## config.mk

```make
export PLATFORM = sky130hd
export DESIGN_NAME = dsadc_ctrl
export DESIGN_NICKNAME = d
export VERILOG_FILES = /design/src/rtl/dsadc_pkg.sv /design/src/rtl/dsadc_sync.sv /design/src/rtl/dsadc_phase_timer.sv /design/src/rtl/dsadc_rundown.sv /design/src/rtl/dsadc_ctrl.sv
export SDC_FILE = /design/constraint.sdc
export NUM_CORES = 1
export LEC_CHECK = 0
export ABC_AREA = 1
export BUFFER_PORTS_ARGS = -buffer_cell sky130_fd_sc_hd__buf_2
export CAP_MARGIN = 15
export CORE_AREA = 2 2 59 61
export CTS_BUF_LIST = sky130_fd_sc_hd__clkbuf_16
export DETAILED_ROUTE_END_ITERATION = 7
export DIE_AREA = 0 0 61 63
export PLACE_DENSITY = 0.69
export SETUP_SLACK_MARGIN = 0.15
export SKIP_CTS_REPAIR_TIMING = 1
export SLEW_MARGIN = 0
export SYNTH_ARGS = -nofsm -noshare
export SYNTH_HDL_FRONTEND = slang
export SYNTH_HIERARCHICAL = 1
export SYNTH_SLANG_ARGS = --single-unit
```

## constraint.sdc

```tcl
create_clock -name clk -period 1.9 [get_ports clk]
set_clock_uncertainty 0.05 [all_clocks]
set_input_delay 0.19 -clock clk [delete_from_list [all_inputs] [get_ports clk]]
set_output_delay 0.19 -clock clk [all_outputs]
set_load 0.03 [all_outputs]
```

## src/rtl/dsadc_pkg.sv

```systemverilog
package dsadc_pkg;

    typedef enum logic [2:0] {
        ST_IDLE   = 3'd0,
        ST_AZERO  = 3'd1,
        ST_INTEG  = 3'd2,
        ST_DEINT  = 3'd3,
        ST_FINISH = 3'd4
    } dsadc_state_e;

    function automatic int max2(input int a, input int b);
        return (a > b) ? a : b;
    endfunction

endpackage

```

## src/rtl/dsadc_sync.sv

```systemverilog
module dsadc_sync #(
    parameter int STAGES = 2
) (
    input  logic clk,
    input  logic rst_n,
    input  logic d_i,
    output logic q_o
);

    logic [STAGES-1:0] chain_q;

    always_ff @(posedge clk or negedge rst_n) begin
        if (!rst_n) begin
            chain_q[0] <= 1'b0;
        end else begin
            chain_q[0] <= d_i;
        end
    end

    for (genvar g = 1; g < STAGES; g++) begin : g_stage
        always_ff @(posedge clk or negedge rst_n) begin
            if (!rst_n) begin
                chain_q[g] <= 1'b0;
            end else begin
                chain_q[g] <= chain_q[g-1];
            end
        end
    end

    assign q_o = chain_q[STAGES-1];

endmodule

```

## src/rtl/dsadc_phase_timer.sv

```systemverilog
module dsadc_phase_timer #(
    parameter int WIDTH = 8
) (
    input  logic             clk,
    input  logic             rst_n,
    input  logic             load_i,
    input  logic [WIDTH-1:0] load_val_i,
    output logic             expired_o
);

    logic [WIDTH-1:0] cnt_q;

    always_ff @(posedge clk or negedge rst_n) begin
        if (!rst_n) begin
            cnt_q <= '0;
        end else if (load_i) begin
            cnt_q <= load_val_i;
        end else if (cnt_q != '0) begin
            cnt_q <= cnt_q - 1'b1;
        end
    end

    assign expired_o = (cnt_q == '0);

    // a freshly loaded nonzero interval cannot be reported as expired
    AST_TMR_NOT_EARLY: assert property (@(posedge clk) disable iff (!rst_n)
        (load_i && load_val_i != '0) |=> !expired_o);

endmodule

```

## src/rtl/dsadc_rundown.sv

```systemverilog
module dsadc_rundown #(
    parameter int RES_BITS = 8
) (
    input  logic                clk,
    input  logic                rst_n,
    input  logic                active_i,
    input  logic                above_zero_i,
    output logic                finish_o,
    output logic [RES_BITS-1:0] result_o,
    output logic                ovr_o
);

    localparam logic [RES_BITS-1:0] CNT_MAX = {RES_BITS{1'b1}};

    logic [RES_BITS-1:0] cnt_q;
    logic [RES_BITS-1:0] result_q;
    logic                ovr_q;
    logic                at_limit;

    assign at_limit = (cnt_q == CNT_MAX);
    assign finish_o = active_i && (!above_zero_i || at_limit);

    always_ff @(posedge clk or negedge rst_n) begin
        if (!rst_n) begin
            cnt_q <= '0;
        end else if (!active_i) begin
            cnt_q <= '0;
        end else if (above_zero_i && !at_limit) begin
            cnt_q <= cnt_q + 1'b1;
        end
    end

    always_ff @(posedge clk or negedge rst_n) begin
        if (!rst_n) begin
            result_q <= '0;
            ovr_q    <= 1'b0;
        end else if (finish_o) begin
            result_q <= above_zero_i ? CNT_MAX : cnt_q;
            ovr_q    <= above_zero_i;
        end
    end

    assign result_o = result_q;
    assign ovr_o    = ovr_q;

    AST_OVR_SATURATES: assert property (@(posedge clk) disable iff (!rst_n)
        ovr_o |-> (result_o == CNT_MAX));

    AST_CNT_CLEARS: assert property (@(posedge clk) disable iff (!rst_n)
        $rose(active_i) |-> (cnt_q == '0));

endmodule

```

## src/rtl/dsadc_ctrl.sv

```systemverilog
module dsadc_ctrl
    import dsadc_pkg::*;
#(
    parameter int RES_BITS    = 8,
    parameter int AZ_CYCLES   = 16,
    parameter int SYNC_STAGES = 2
) (
    input  logic                clk,
    input  logic                rst_n,
    input  logic                start_i,
    input  logic                cmp_i,
    output logic                sw_zero_o,
    output logic                sw_vin_o,
    output logic                sw_vref_o,
    output logic [RES_BITS-1:0] result_o,
    output logic                done_o,
    output logic                ovr_o
);

    localparam int INT_CYCLES = 1 << RES_BITS;
    localparam int TMR_SPAN   = max2(max2(AZ_CYCLES, INT_CYCLES), 2);
    localparam int TMR_W      = $clog2(TMR_SPAN);
    localparam logic [TMR_W-1:0] AZ_LOAD  = TMR_W'(AZ_CYCLES - 1);
    localparam logic [TMR_W-1:0] INT_LOAD = TMR_W'(INT_CYCLES - 1);

    dsadc_state_e     state_q, state_d;
    logic             cmp_sync;
    logic             tmr_load;
    logic [TMR_W-1:0] tmr_val;
    logic             tmr_expired;
    logic             rd_active;
    logic             rd_finish;

    dsadc_sync #(
        .STAGES (SYNC_STAGES)
    ) sync_i (
        .clk   (clk),
        .rst_n (rst_n),
        .d_i   (cmp_i),
        .q_o   (cmp_sync)
    );

    dsadc_phase_timer #(
        .WIDTH (TMR_W)
    ) timer_i (
        .clk        (clk),
        .rst_n      (rst_n),
        .load_i     (tmr_load),
        .load_val_i (tmr_val),
        .expired_o  (tmr_expired)
    );

    dsadc_rundown #(
        .RES_BITS (RES_BITS)
    ) rundown_i (
        .clk          (clk),
        .rst_n        (rst_n),
        .active_i     (rd_active),
        .above_zero_i (cmp_sync),
        .finish_o     (rd_finish),
        .result_o     (result_o),
        .ovr_o        (ovr_o)
    );

    always_ff @(posedge clk or negedge rst_n) begin
        if (!rst_n) begin
            state_q <= ST_IDLE;
        end else begin
            state_q <= state_d;
        end
    end

    always_comb begin
        state_d  = state_q;
        tmr_load = 1'b0;
        tmr_val  = AZ_LOAD;
        unique case (state_q)
            ST_IDLE: begin
                if (start_i) begin
                    state_d  = ST_AZERO;
                    tmr_load = 1'b1;
                    tmr_val  = AZ_LOAD;
                end
            end
            ST_AZERO: begin
                if (tmr_expired) begin
                    state_d  = ST_INTEG;
                    tmr_load = 1'b1;
                    tmr_val  = INT_LOAD;
                end
            end
            ST_INTEG: begin
                if (tmr_expired) begin
                    state_d = ST_DEINT;
                end
            end
            ST_DEINT: begin
                if (rd_finish) begin
                    state_d = ST_FINISH;
                end
            end
            ST_FINISH: begin
                state_d = ST_IDLE;
            end
            default: begin
                state_d = ST_IDLE;
            end
        endcase
    end

    always_comb begin
        sw_zero_o = 1'b0;
        sw_vin_o  = 1'b0;
        sw_vref_o = 1'b0;
        done_o    = 1'b0;
        rd_active = 1'b0;
        unique case (state_q)
            ST_IDLE:   ;
            ST_AZERO:  sw_zero_o = 1'b1;
            ST_INTEG:  sw_vin_o  = 1'b1;
            ST_DEINT: begin
                sw_vref_o = 1'b1;
                rd_active = 1'b1;
            end
            ST_FINISH: done_o = 1'b1;
            default:   ;
        endcase
    end

    AST_SW_EXCLUSIVE: assert property (@(posedge clk) disable iff (!rst_n)
        $onehot0({sw_zero_o, sw_vin_o, sw_vref_o}));

    AST_START_TO_AZ: assert property (@(posedge clk) disable iff (!rst_n)
        (state_q == ST_IDLE && start_i) |=> sw_zero_o);

    AST_AZ_TO_VIN: assert property (@(posedge clk) disable iff (!rst_n)
        $fell(sw_zero_o) |-> sw_vin_o);

    AST_VIN_TO_VREF: assert property (@(posedge clk) disable iff (!rst_n)
        $fell(sw_vin_o) |-> sw_vref_o);

    AST_DONE_PULSE: assert property (@(posedge clk) disable iff (!rst_n)
        done_o |=> (!done_o && state_q == ST_IDLE));

    AST_RESULT_HOLD: assert property (@(posedge clk) disable iff (!rst_n)
        !done_o |-> ($stable(result_o) && $stable(ovr_o)));

    AST_BUSY_IGNORES_START: assert property (@(posedge clk) disable iff (!rst_n)
        (state_q == ST_INTEG && start_i) |=> (state_q != ST_AZERO));

endmodule

```

==> metrics.md, run 1 <==
| Metric | Value |
|---|---|
| Status | `finished, final reports clean` |
| Critical-path maximum fanout | `6` |
| Post-synth top flop | `dfrtp_1` |
| Setup slack at placement | `between 0.08 and 0.09 ns` |
| Number of diodes | `0` |
| Die ar. | `3840 µm²` |
| Fin nets | `approximately 250` |
| Worst EP required | `roughly 2 ns` |
| Wl on met1 | `about 1.5 mm` |
| LEAKAGE | `roughly 0.0011 µW` |
| Syn avg cell area | `between 7 and 8 µm²` |
| GRT Total Usage | `around a fifth` |
| Final hold violations | `0` |
| Final setup violation count | `0` |
| Routed len/inst | `~11 µm` |
| Sink Count | `30` |
| Filler cell count | `299` |
| Syn-to-layout area delta | `27.0%` |
| Most common cell after layout, fill and taps aside | `nand2_1` |
| Commonest cells after routing, fill and taps aside | `nand2_1 (72), dfrtp_1 (29), inv_1 (18)` |
| Flops & latches, synth | `30` |
| Largest area contributor in the netlist | `dfrtp_1` |
| CP max stage delay | `approximately 0.38 ns` |
| Worst-skew pair later-pin latency | `between 0.2 and 0.3 ns` |
| Post-synthesis xor/xnor area fraction | `between 1.5 and 2%` |
| Setup TNS | `0 ns` |
| Largest net degree at the start of global routing | `31` |
| Min-Delay Endpoint | `sync_i/q_o` |
| Starting Density | `between 40% and 50%` |
| Routed WL | `3.28 mm` |
| Die Width | `slightly above 60 µm` |
| Gp weighted congestion | `approximately 0.84` |
| Number of flops mapped to enable cells by yosys | `0` |
| Fmax | `roughly 0.60 GHz` |
| Core area | `roughly 3200 µm²` |
| Slowest CP cell | `dfrtp_1` |
| CTS tree | `yes` |
| Seq/Total Area, Yosys | `46.6%` |
| Post-Syn Instances | `between 200 and 250` |
| Top post-synthesis cells by area | `dfrtp_1 (47%), nand2_1 (17%), inv_1 (4.7%), nand3_1 (4.0%), nor2_1 (3.7%)` |
| First DRT Iteration DRCs | `64` |
| Synth Area in Adders | `1.55%` |
| DRT Pass-1 Iters | `4` |
| CTS max path bufs | `2` |
| Yosys warning count | `6` |
| Die height | `between 60 and 70 µm` |
| Vias in the first global route | `around 1,400` |
| RSZ-0062 raised after global routing | `no` |
| Hold/Removal Path Class | `reg2reg` |
| Reg2reg start | `timer_i/cnt_q[0]` |
| DR WL met3 | `between 100 and 150 µm` |
| Share of cells above drive strength 1 | `~30%` |
| Synth Area in Compound Gates | `slightly below 9%` |
| Pwr dens | `1410 nW/µm²` |
| Yosys cell types | `29` |
| CP Cell Sequence | `inv_2, ha_4, nand2_2, nor2_4, inv_2, nor2_4, a31o_4, inv_1, nand2_4, a21boi_2` |
| Cell Area, Synth | `~1600 µm²` |
| Worst slew pin tran | `approximately 0.65 ns` |
| Worst Min Path Start | `sync_i/chain_q[0]` |
| Largest family of logic cells by synthesized area | `simple AND/OR/NAND/NOR gates` |
| IO buf count | `16` |
| Vias | `about 1,400` |
| H-tree lvl count | `2` |
| Async SR Flop Fraction | `100%` |
| GRT overflow | `0` |
| Arr. time, crit path | `roughly 1.8 ns` |
| Highest routed layer | `met4` |
| Mux share of post-synthesis cell area | `0%` |
| Slew Viols, Final | `0` |
| TritonCTS buffer count | `5` |
| CP endpoint kind | `register` |
| Crit path time final | `about 1.7 ns` |
| Simple-gate share of the synthesized area | `34.8%` |
| WS Path Type | `reg2reg` |
| Maximum vdd drop | `around 850 µV` |
| R2r setup slk | `between 0.2 and 0.25 ns` |
| Initial antenna violation count | `0` |
| HPWL after DPL | `between 2 and 2.5 mm` |
| Synth top area share | `approximately 47%` |
| Routed vias/inst | `about 4.7` |
| PnR worst setup slack | `roughly 0.24 ns` |
| Reg2Reg Depth | `10` |
| Antenna Violating Nets Remaining | `0` |
| First-pass GRT wire length | `just under 6 mm` |
| Reg2reg end | `timer_i/cnt_q[4]` |
| Min-Delay Path Depth | `0` |
| Cell Rows | `21` |
| Period utilization | `87.3%` |
| Root Driver | `clkbuf_16` |
| Worst-path clk slew | `~0.050 ns` |
| Worst slew margin | `between 50 and 60%` |
| Setup crit start kind | `register` |
| Total of max-cap violations | `0` |
| # DRC | `0` |
| Io pins | `17` |
| Routed wl met2 | `around 1.7 mm` |
| Tot Pwr | `2880 µW` |
-- final cells by class --
| type | count | area (µm²) | area share (%) |
|---|---|---|---|
| clock buffer | 5 | 125 | 6.12 |
| clock inverter | 3 | 12.5 | 0.612 |
| inverter | 23 | 91.3 | 4.46 |
| multi-input combinational | 151 | 810 | 39.6 |
| sequential | 30 | 752 | 36.8 |
| tap | 46 | 57.6 | 2.81 |
| timing repair buffer | 31 | 198 | 9.66 |
-- through the flow --
stage	util [%]	hold WS, ns	area [µm²]	instances
6_report	63.3	0.301	2050	289
5_1_grt	63.3	0.311	2050	289
4_1_cts	59.7	-0.0762	1930	278
3_5_place_dp	55.5	0.211	1790	270
3_3_place_gp	55.5	0.215	1790	270
2_1_floorplan	-	-0.156	1640	206
-- flip-flops by register name (all words and copies together) (netlist names) --
signal / cells
state_q: 3
sync_i/chain_q: 1
sync_i/q_o: 1
rundown_i/result_o: 8
timer_i/cnt_q: 8
rundown_i/ovr_o: 1
rundown_i/cnt_q: 8
-- report_power, final --
group | internal (µW) | switching (µW) | total [µW]
combinational | 477 | 772 | 1250
clock | 471 | 251 | 722
sequential | 784 | 129 | 914
-- critical path, delay by kind of cell (launching register included) --
kind                       cells  cell delay, ns
AOI/OAI and AO/OA              2            0.31
and+or+nand+nor                4            0.43
buffers and inverters          3            0.26
DFF                            1            0.38
adders and majority gates      1            0.17
-- Yosys cell counts, types with 3 or more instances --
| library cell | count |
|---|---|
| o21ai_2 | 6 |
| nor2_2 | 4 |
| nand4_1 | 3 |
| dfrtp_1 | 30 |
| nand3_1 | 13 |
| o21ai_0 | 5 |
| nor2_1 | 16 |
| nand2_2 | 8 |
| inv_1 | 20 |
| nand2_1 | 72 |
-- worst max path at each step --
stage / start / endpoint / depth (start not counted)
after floorplan: timer_i/cnt_q[1] / timer_i/cnt_q[0] / 11
after global placement: timer_i/cnt_q[1] / timer_i/cnt_q[4] / 10
after detailed placement: timer_i/cnt_q[1] / timer_i/cnt_q[4] / 10
after CTS: timer_i/cnt_q[1] / timer_i/cnt_q[4] / 10
after global routing: timer_i/cnt_q[0] / timer_i/cnt_q[4] / 10
final: timer_i/cnt_q[0] / timer_i/cnt_q[4] / 10
-- cell families (layout without fill, tap and decap cells) --
logic type | after synthesis | after routing
fa+ha+maj | 2 | 2
xor+xnor | 3 | 3
simple gates | 123 | 123
other cells | 1 | 4
compound gates | 19 | 19
flops | 30 | 30
buf+inv | 25 | 62
-- per-layer routing --
layer,up-vias,track usage (%)
li1,713,-
met4,0,8.15
met5,-,0
met3,5,6.21
met2,20,33.6
met1,633,23.7
Note: power is estimated with default switching activity, not from simulation.
==> run 2, diff against run 1 <==
--- a/config.mk
+++ b/config.mk
@@ -6,7 +6,7 @@
 export NUM_CORES = 1
 export LEC_CHECK = 0
 export ABC_AREA = 1
-export BUFFER_PORTS_ARGS = -buffer_cell sky130_fd_sc_hd__buf_2
+export BUFFER_PORTS_ARGS = -buffer_cell sky130_fd_sc_hd__clkbuf_2
 export CAP_MARGIN = 15
 export CORE_AREA = 2 2 59 61
 export CTS_BUF_LIST = sky130_fd_sc_hd__clkbuf_16
==> constraint.sdc (replaced) <==
create_clock -name clk -period 1.45 [get_ports clk]
set_clock_uncertainty 0.05 [all_clocks]
set_input_delay 0.145 -clock clk [delete_from_list [all_inputs] [get_ports clk]]
set_output_delay 0.145 -clock clk [all_outputs]
set_load 0.03 [all_outputs]
==> metrics.md, run 2 (synthesis results as in run 1) <==
| Metric | Value |
|---|---|
| Initial antenna violation count | `0 (unchanged)` |
| First DRT Iteration DRCs | `43 (-33%)` |
| Reg2Reg Depth | `11 (+1)` |
| H-tree lvl count | `2 (unchanged)` |
| Share of cells above drive strength 1 | `51.3% (+22 points)` |
| Setup crit start kind | `register` |
| Setup slack at placement | `-0.151 ns (-0.237 ns)` |
| First-pass GRT wire length | `5.97 mm (+3.5%)` |
| WP buf/inv | `3 (unchanged)` |
| Fin nets | `275 (+11%)` |
| DRT Pass-1 Iters | `4 (unchanged)` |
| Cell Rows | `21 (unchanged)` |
| Vias in the first global route | `1,387 (+1.1%)` |
| Final hold violations | `0 (unchanged)` |
| Hold/Removal Path Class | `in2reg` |
| LEAKAGE | `0.00132 µW (+23%)` |
| Min-Delay Path Depth | `7 (+7)` |
| Most common cell after layout, fill and taps aside | `nand2_1` |
| Syn-to-layout area delta | `56.6%` |
| Die Width | `61 µm (unchanged)` |
| # DRC | `0 (unchanged)` |
| Core area | `3230 µm² (unchanged)` |
| Psw | `1770 µW (+54%)` |
| Worst-path clk slew | `0.05 ns (about the same)` |
| Worst EP required | `1.61 ns (-0.44 ns)` |
| Status | `finished with violations` |
| Clock Power Share | `21.2% (-3.8 points)` |
| Worst-skew pair later-pin latency | `0.27 ns (about the same)` |
| Sw Share | `39.3% (-0.67 points)` |
| Root Driver | `clkbuf_16` |
| Vias | `1,567 (+14%)` |
| Critical-path maximum fanout | `7 (+1)` |
| Pwr dens | `1790 nW/µm² (+27%)` |
| Starting Density | `49.8% (unchanged)` |
| Failing checks | `negative setup slack` |
| Final core utilization | `78.0% (+15 points)` |
| CP top delay family | `simple AND/OR/NAND/NOR gates` |
| Period utilization | `107% (+19 points)` |
| Combinational power share | `52.4% (+9.1 points)` |
| WS Path Type | `reg2reg` |
| PnR worst setup slack | `-0.0984 ns (-0.339 ns)` |
| CP Cell Sequence | `inv_2, ha_4, nand2_4, nor2_4, inv_2, nor2_4, a31o_4, buf_12, nor2_4, nand3_2, nand2_1` |
| Sink Count | `30 (unchanged)` |
| TritonCTS buffer count | `5 (unchanged)` |
| IO buf count | `16 (unchanged)` |
| Die height | `63 µm (unchanged)` |
| Die ar. | `3840 µm² (unchanged)` |
| CTS tree | `yes` |
| Slowest CP cell | `dfrtp_1` |
| Routed len/inst | `12.9 µm (+14%)` |
| GRT overflow | `0 (unchanged)` |
| Maximum vdd drop | `1290 µV (+53%)` |
| Routed WL | `4.07 mm (+24%)` |
| GRT Total Usage | `21.0% (+0.71 points)` |
| Gp weighted congestion | `0.828 (-1.1%)` |
| Flop pwr share | `26.4% (-5.3 points)` |
| HPWL after DPL | `2.40 mm (+3.6%)` |
| Antenna Violating Nets Remaining | `0 (unchanged)` |
| Commonest cells after routing, fill and taps aside | `nand2_1 (48), buf_4 (30), dfrtp_1 (29)` |
| Cell mode on critical path | `nor2_4` |
| CP max stage delay | `0.36 ns (-0.02 ns)` |
| Crit path time final | `1.55 ns (-0.111 ns)` |
| RSZ-0062 raised after global routing | `yes` |
| Largest net degree at the start of global routing | `31 (unchanged)` |
| Final setup violation count | `18 (+18)` |
| Arr. time, crit path | `1.71 ns (-0.10 ns)` |
| Int Pwr | `2740 µW (+58%)` |
| Slew Viols, Final | `0 (unchanged)` |
| Fmax | `0.646 GHz (+7.2%)` |
| Critical path depth in cells | `11 (+1)` |
| Number of diodes | `0 (unchanged)` |
| CTS max path bufs | `2 (unchanged)` |
| Total of max-cap violations | `0 (unchanged)` |
| Routed vias/inst | `4.97 (+4.9%)` |
| Io pins | `17 (unchanged)` |
| CP endpoint kind | `register` |
## run 2: cell type report
| type | count | area [µm²] |
|---|---|---|
| Clock buffer | 5 | 125 |
| Clock inverter | 2 | 10.0 |
| Fill cell | 201 | 709 |
| Inverter | 23 | 97.6 |
| Multi-Input combinational cell | 151 | 988 |
| Sequential cell | 30 | 752 |
| Tap cell | 46 | 57.6 |
| Timing Repair Buffer | 58 | 492 |
## run 2: worst min-delay path, stage by stage
cell	delay [ns]
clkbuf_2	0.10
inv_1	0.05
nand3_1	0.08
nand2_2	0.07
inv_2	0.04
nand2_2	0.06
nor2_2	0.04
## run 2: worst paths after layout
check / from / to / slack (ns)
min in group asynchronous: rst_n / rundown_i/cnt_q[4] / 0.37
worst min-delay path: start_i / state_q[2] / 0.29
worst max register to register: timer_i/cnt_q[0] / timer_i/cnt_q[7] / -0.1
max in group asynchronous: rst_n / state_q[0] / 0.68
worst min register to register: sync_i/chain_q[0] / sync_i/q_o / 0.30
worst max-delay path: timer_i/cnt_q[0] / timer_i/cnt_q[7] / -0.1
## run 2: power groups by stage
stage          clock, µW  combinational [µW]  sequential [µW]
6_report             957                2360             1190
3_3_place_gp           0                1880             1160
5_1_grt             1020                2580             1210
2_1_floorplan          0                1160             1250
3_5_place_dp           0                1900             1160
4_1_cts              980                1910             1160
## run 2: through the flow
step                      total power (µW)  TNS [ns]  instances  cell area, µm²  hold slack (ns)
final                                 4510    -0.997        315            2520            0.290
after floorplan                       2410     -1.30        206            1670           -0.201
after global routing                  4820     -2.32        315            2520            0.304
after global placement                3040    -0.676        294            2010            0.133
after detailed placement              3070    -0.923        294            2010            0.132
after CTS                             4050     -1.27        301            2140           -0.160
## run 2: layer usage
layer  wire length [µm]  track usage (%)  vias to the layer above  part of all wire (%)
met5                  0                0                        -                     0
met4                 94             7.34                        0                   2.3
met3                179             7.45                        9                   4.4
met2               2000             30.8                       36                    49
met1               1800             28.5                      754                    44
li1                   -                -                      768                     -
==> run 3, diff against run 2 <==
==> constraint.sdc (replaced) <==
create_clock -name clk -period 1.3 [get_ports clk]
set_clock_uncertainty 0.05 [all_clocks]
set_input_delay 0.13 -clock clk [delete_from_list [all_inputs] [get_ports clk]]
set_output_delay 0.13 -clock clk [all_outputs]
set_load 0.03 [all_outputs]
==> metrics.md, run 3 (synthesis results as in run 1) <==
| Metric | Value |
|---|---|
| Fmax | `0.626 GHz (-3.1%)` |
| Final setup violation count | `32 (+14)` |
| Tot Pwr | `5330 µW (+18%)` |
| Syn-to-layout area delta | `57.1%` |
| PnR worst setup slack | `-0.298 ns (-0.200 ns)` |
| Routed WL | `4.21 mm (+3.4%)` |
| Vias | `1,589 (+1.4%)` |
| H-tree lvl count | `2 (unchanged)` |
| Core area | `3230 µm² (unchanged)` |
| Pwr dens | `2110 nW/µm² (+18%)` |
| Cell Rows | `21 (unchanged)` |
| Die Width | `61 µm (unchanged)` |
| HPWL after DPL | `2.46 mm (+2.4%)` |
| Initial antenna violation count | `0 (unchanged)` |
| GRT overflow | `0 (unchanged)` |
| DRT Pass-1 Iters | `5 (+1)` |
| Starting Density | `49.8% (unchanged)` |
| Worst-path clk slew | `0.05 ns (about the same)` |
| LEAKAGE | `0.00134 µW (+2.1%)` |
| Failing checks | `negative setup slack` |
| Min-Delay Path Depth | `0 (-7)` |
| Maximum vdd drop | `1580 µV (+22%)` |
| CTS tree | `yes` |
| Critical-path maximum fanout | `8 (+1)` |
| Antenna Violating Nets Remaining | `0 (unchanged)` |
| Fin nets | `275 (unchanged)` |
| Reg2reg start | `timer_i/cnt_q[0]` |
| Met3 usage | `6.63% (-0.83 points)` |
| Worst setup path start | `timer_i/cnt_q[0]` |
| Root Driver | `clkbuf_16` |
| Most common cell after layout, fill and taps aside | `nand2_1` |
| Die height | `63 µm (unchanged)` |
| Total of max-cap violations | `0 (unchanged)` |
| Slew Viols, Final | `0 (unchanged)` |
| Worst-skew pair later-pin latency | `0.28 ns (about the same)` |
| Worst EP required | `1.41 ns (-0.20 ns)` |
| CTS max path bufs | `2 (unchanged)` |
| Arr. time, crit path | `1.71 ns (about the same)` |
| Largest net degree at the start of global routing | `31 (unchanged)` |
| First DRT Iteration DRCs | `61 (+42%)` |
| Reg2Reg Depth | `10 (-1)` |
| CP max stage delay | `0.38 ns (+0.02 ns)` |
| Share of cells above drive strength 1 | `50.0% (-1.3 points)` |
| GRT Total Usage | `22.0% (+0.98 points)` |
| Routed len/inst | `13.3 µm (+3.0%)` |
| Die ar. | `3840 µm² (unchanged)` |
| CP Cell Sequence | `inv_2, ha_4, nand2_4, nor2_4, inv_2, nor2_4, a31o_4, buf_4, nor2_2, nor2_1` |
| IO buf count | `16 (unchanged)` |
| Met1 Track Usage GR | `28.8% (+0.30 points)` |
| WS Path Type | `reg2reg` |
| Routed vias/inst | `5.03 (+1.1%)` |
| Period utilization | `123% (+16 points)` |
| CP endpoint kind | `register` |
| M2 GR Usage | `34.4% (+3.6 points)` |
| # DRC | `0 (unchanged)` |
| Worst Min Path Start | `sync_i/chain_q[0]` |
| Gp weighted congestion | `0.842 (+1.7%)` |
| Sink Count | `30 (unchanged)` |
| First-pass GRT wire length | `6.31 mm (+5.8%)` |
| Gr busiest metal | `met2` |
| Io pins | `17 (unchanged)` |
| Slowest CP cell | `dfrtp_1` |
| TritonCTS buffer count | `5 (unchanged)` |
| Vias in the first global route | `1,467 (+5.8%)` |
| Commonest cells after routing, fill and taps aside | `nand2_1 (46), buf_4 (36), dfrtp_1 (30)` |
| Hold/Removal Path Class | `reg2reg` |
| Final hold violations | `0 (unchanged)` |
| Setup crit start kind | `register` |
| Final core utilization | `78.3% (+0.23 points)` |
| Status | `finished with violations` |
| RSZ-0062 raised after global routing | `yes` |
| Crit path time final | `1.60 ns (+0.0499 ns)` |
| Number of diodes | `0 (unchanged)` |
[run 3: cell types whose count changed in the layout (fill, tap and decap cells not counted), moves of 2 or more]
| cell | previous run | this run |
|---|---|---|
| buf_4 | 30 | 36 |
| buf_6 | 9 | 3 |
| bufinv_16 | 0 | 2 |
| clkinv_2 | 2 | 0 |
| inv_1 | 11 | 13 |
| nand2_1 | 48 | 46 |
| nand2_2 | 20 | 22 |
[run 3: cell type report]
type	instances	area, µm²
multi-input cells	151	975
repair buffers	58	462
well taps	46	57.6
flip-flops and latches	30	751
inverters	23	96.3
clock buffers	5	125
fillers	217	702
clock inverters	3	63.8
[run 3: through the flow]
stage               area (µm²)  TNS (ns)  setup slack (ns)  instances  hold WS [ns]
finish                    2530     -5.05            -0.298        316         0.297
global route              2530     -7.36            -0.365        316         0.304
CTS                       2240     -5.38            -0.307        309        -0.173
detailed placement        2050     -4.14            -0.270        301         0.118
global placement          2050     -3.61            -0.208        301         0.114
floorplan                 1670     -4.12            -0.287        206        -0.216
[run 3: path summary, 6_finish.rpt]
path	end	slack (ns)
max	timer_i/cnt_q[6]	-0.30
min	sync_i/q_o	0.30
max reg2reg	timer_i/cnt_q[6]	-0.30
min reg2reg	sync_i/q_o	0.30
max in group asynchronous	rundown_i/cnt_q[3]	0.57
min in group asynchronous	sync_i/q_o	0.35
[run 3: power breakdown]
| group | internal [µW] | switching (µW) | total, µW |
|---|---|---|---|
| logic | 1080 | 1420 | 2500 |
| clock network | 1090 | 404 | 1490 |
| registers | 1150 | 190 | 1340 |
[run 3: worst max-delay path, delay by kind of cell, from the launching register on]
family,cells,cell delay (ns)
adders and majority gates,1,0.16
buffers and inverters,3,0.31
AOI/OAI and AO/OA,1,0.26
DFF,1,0.38
and+or+nand+nor,5,0.32
[run 3: routing by layer]
| metal | wire length (µm) | part of all wire, % | vias up |
|---|---|---|---|
| met3 | 219 | 5.2 | 10 |
| met5 | 0 | 0 | - |
| met2 | 2150 | 51 | 50 |
| met1 | 1750 | 42 | 761 |
| met4 | 81 | 1.9 | 0 |
| li1 | - | - | 768 |
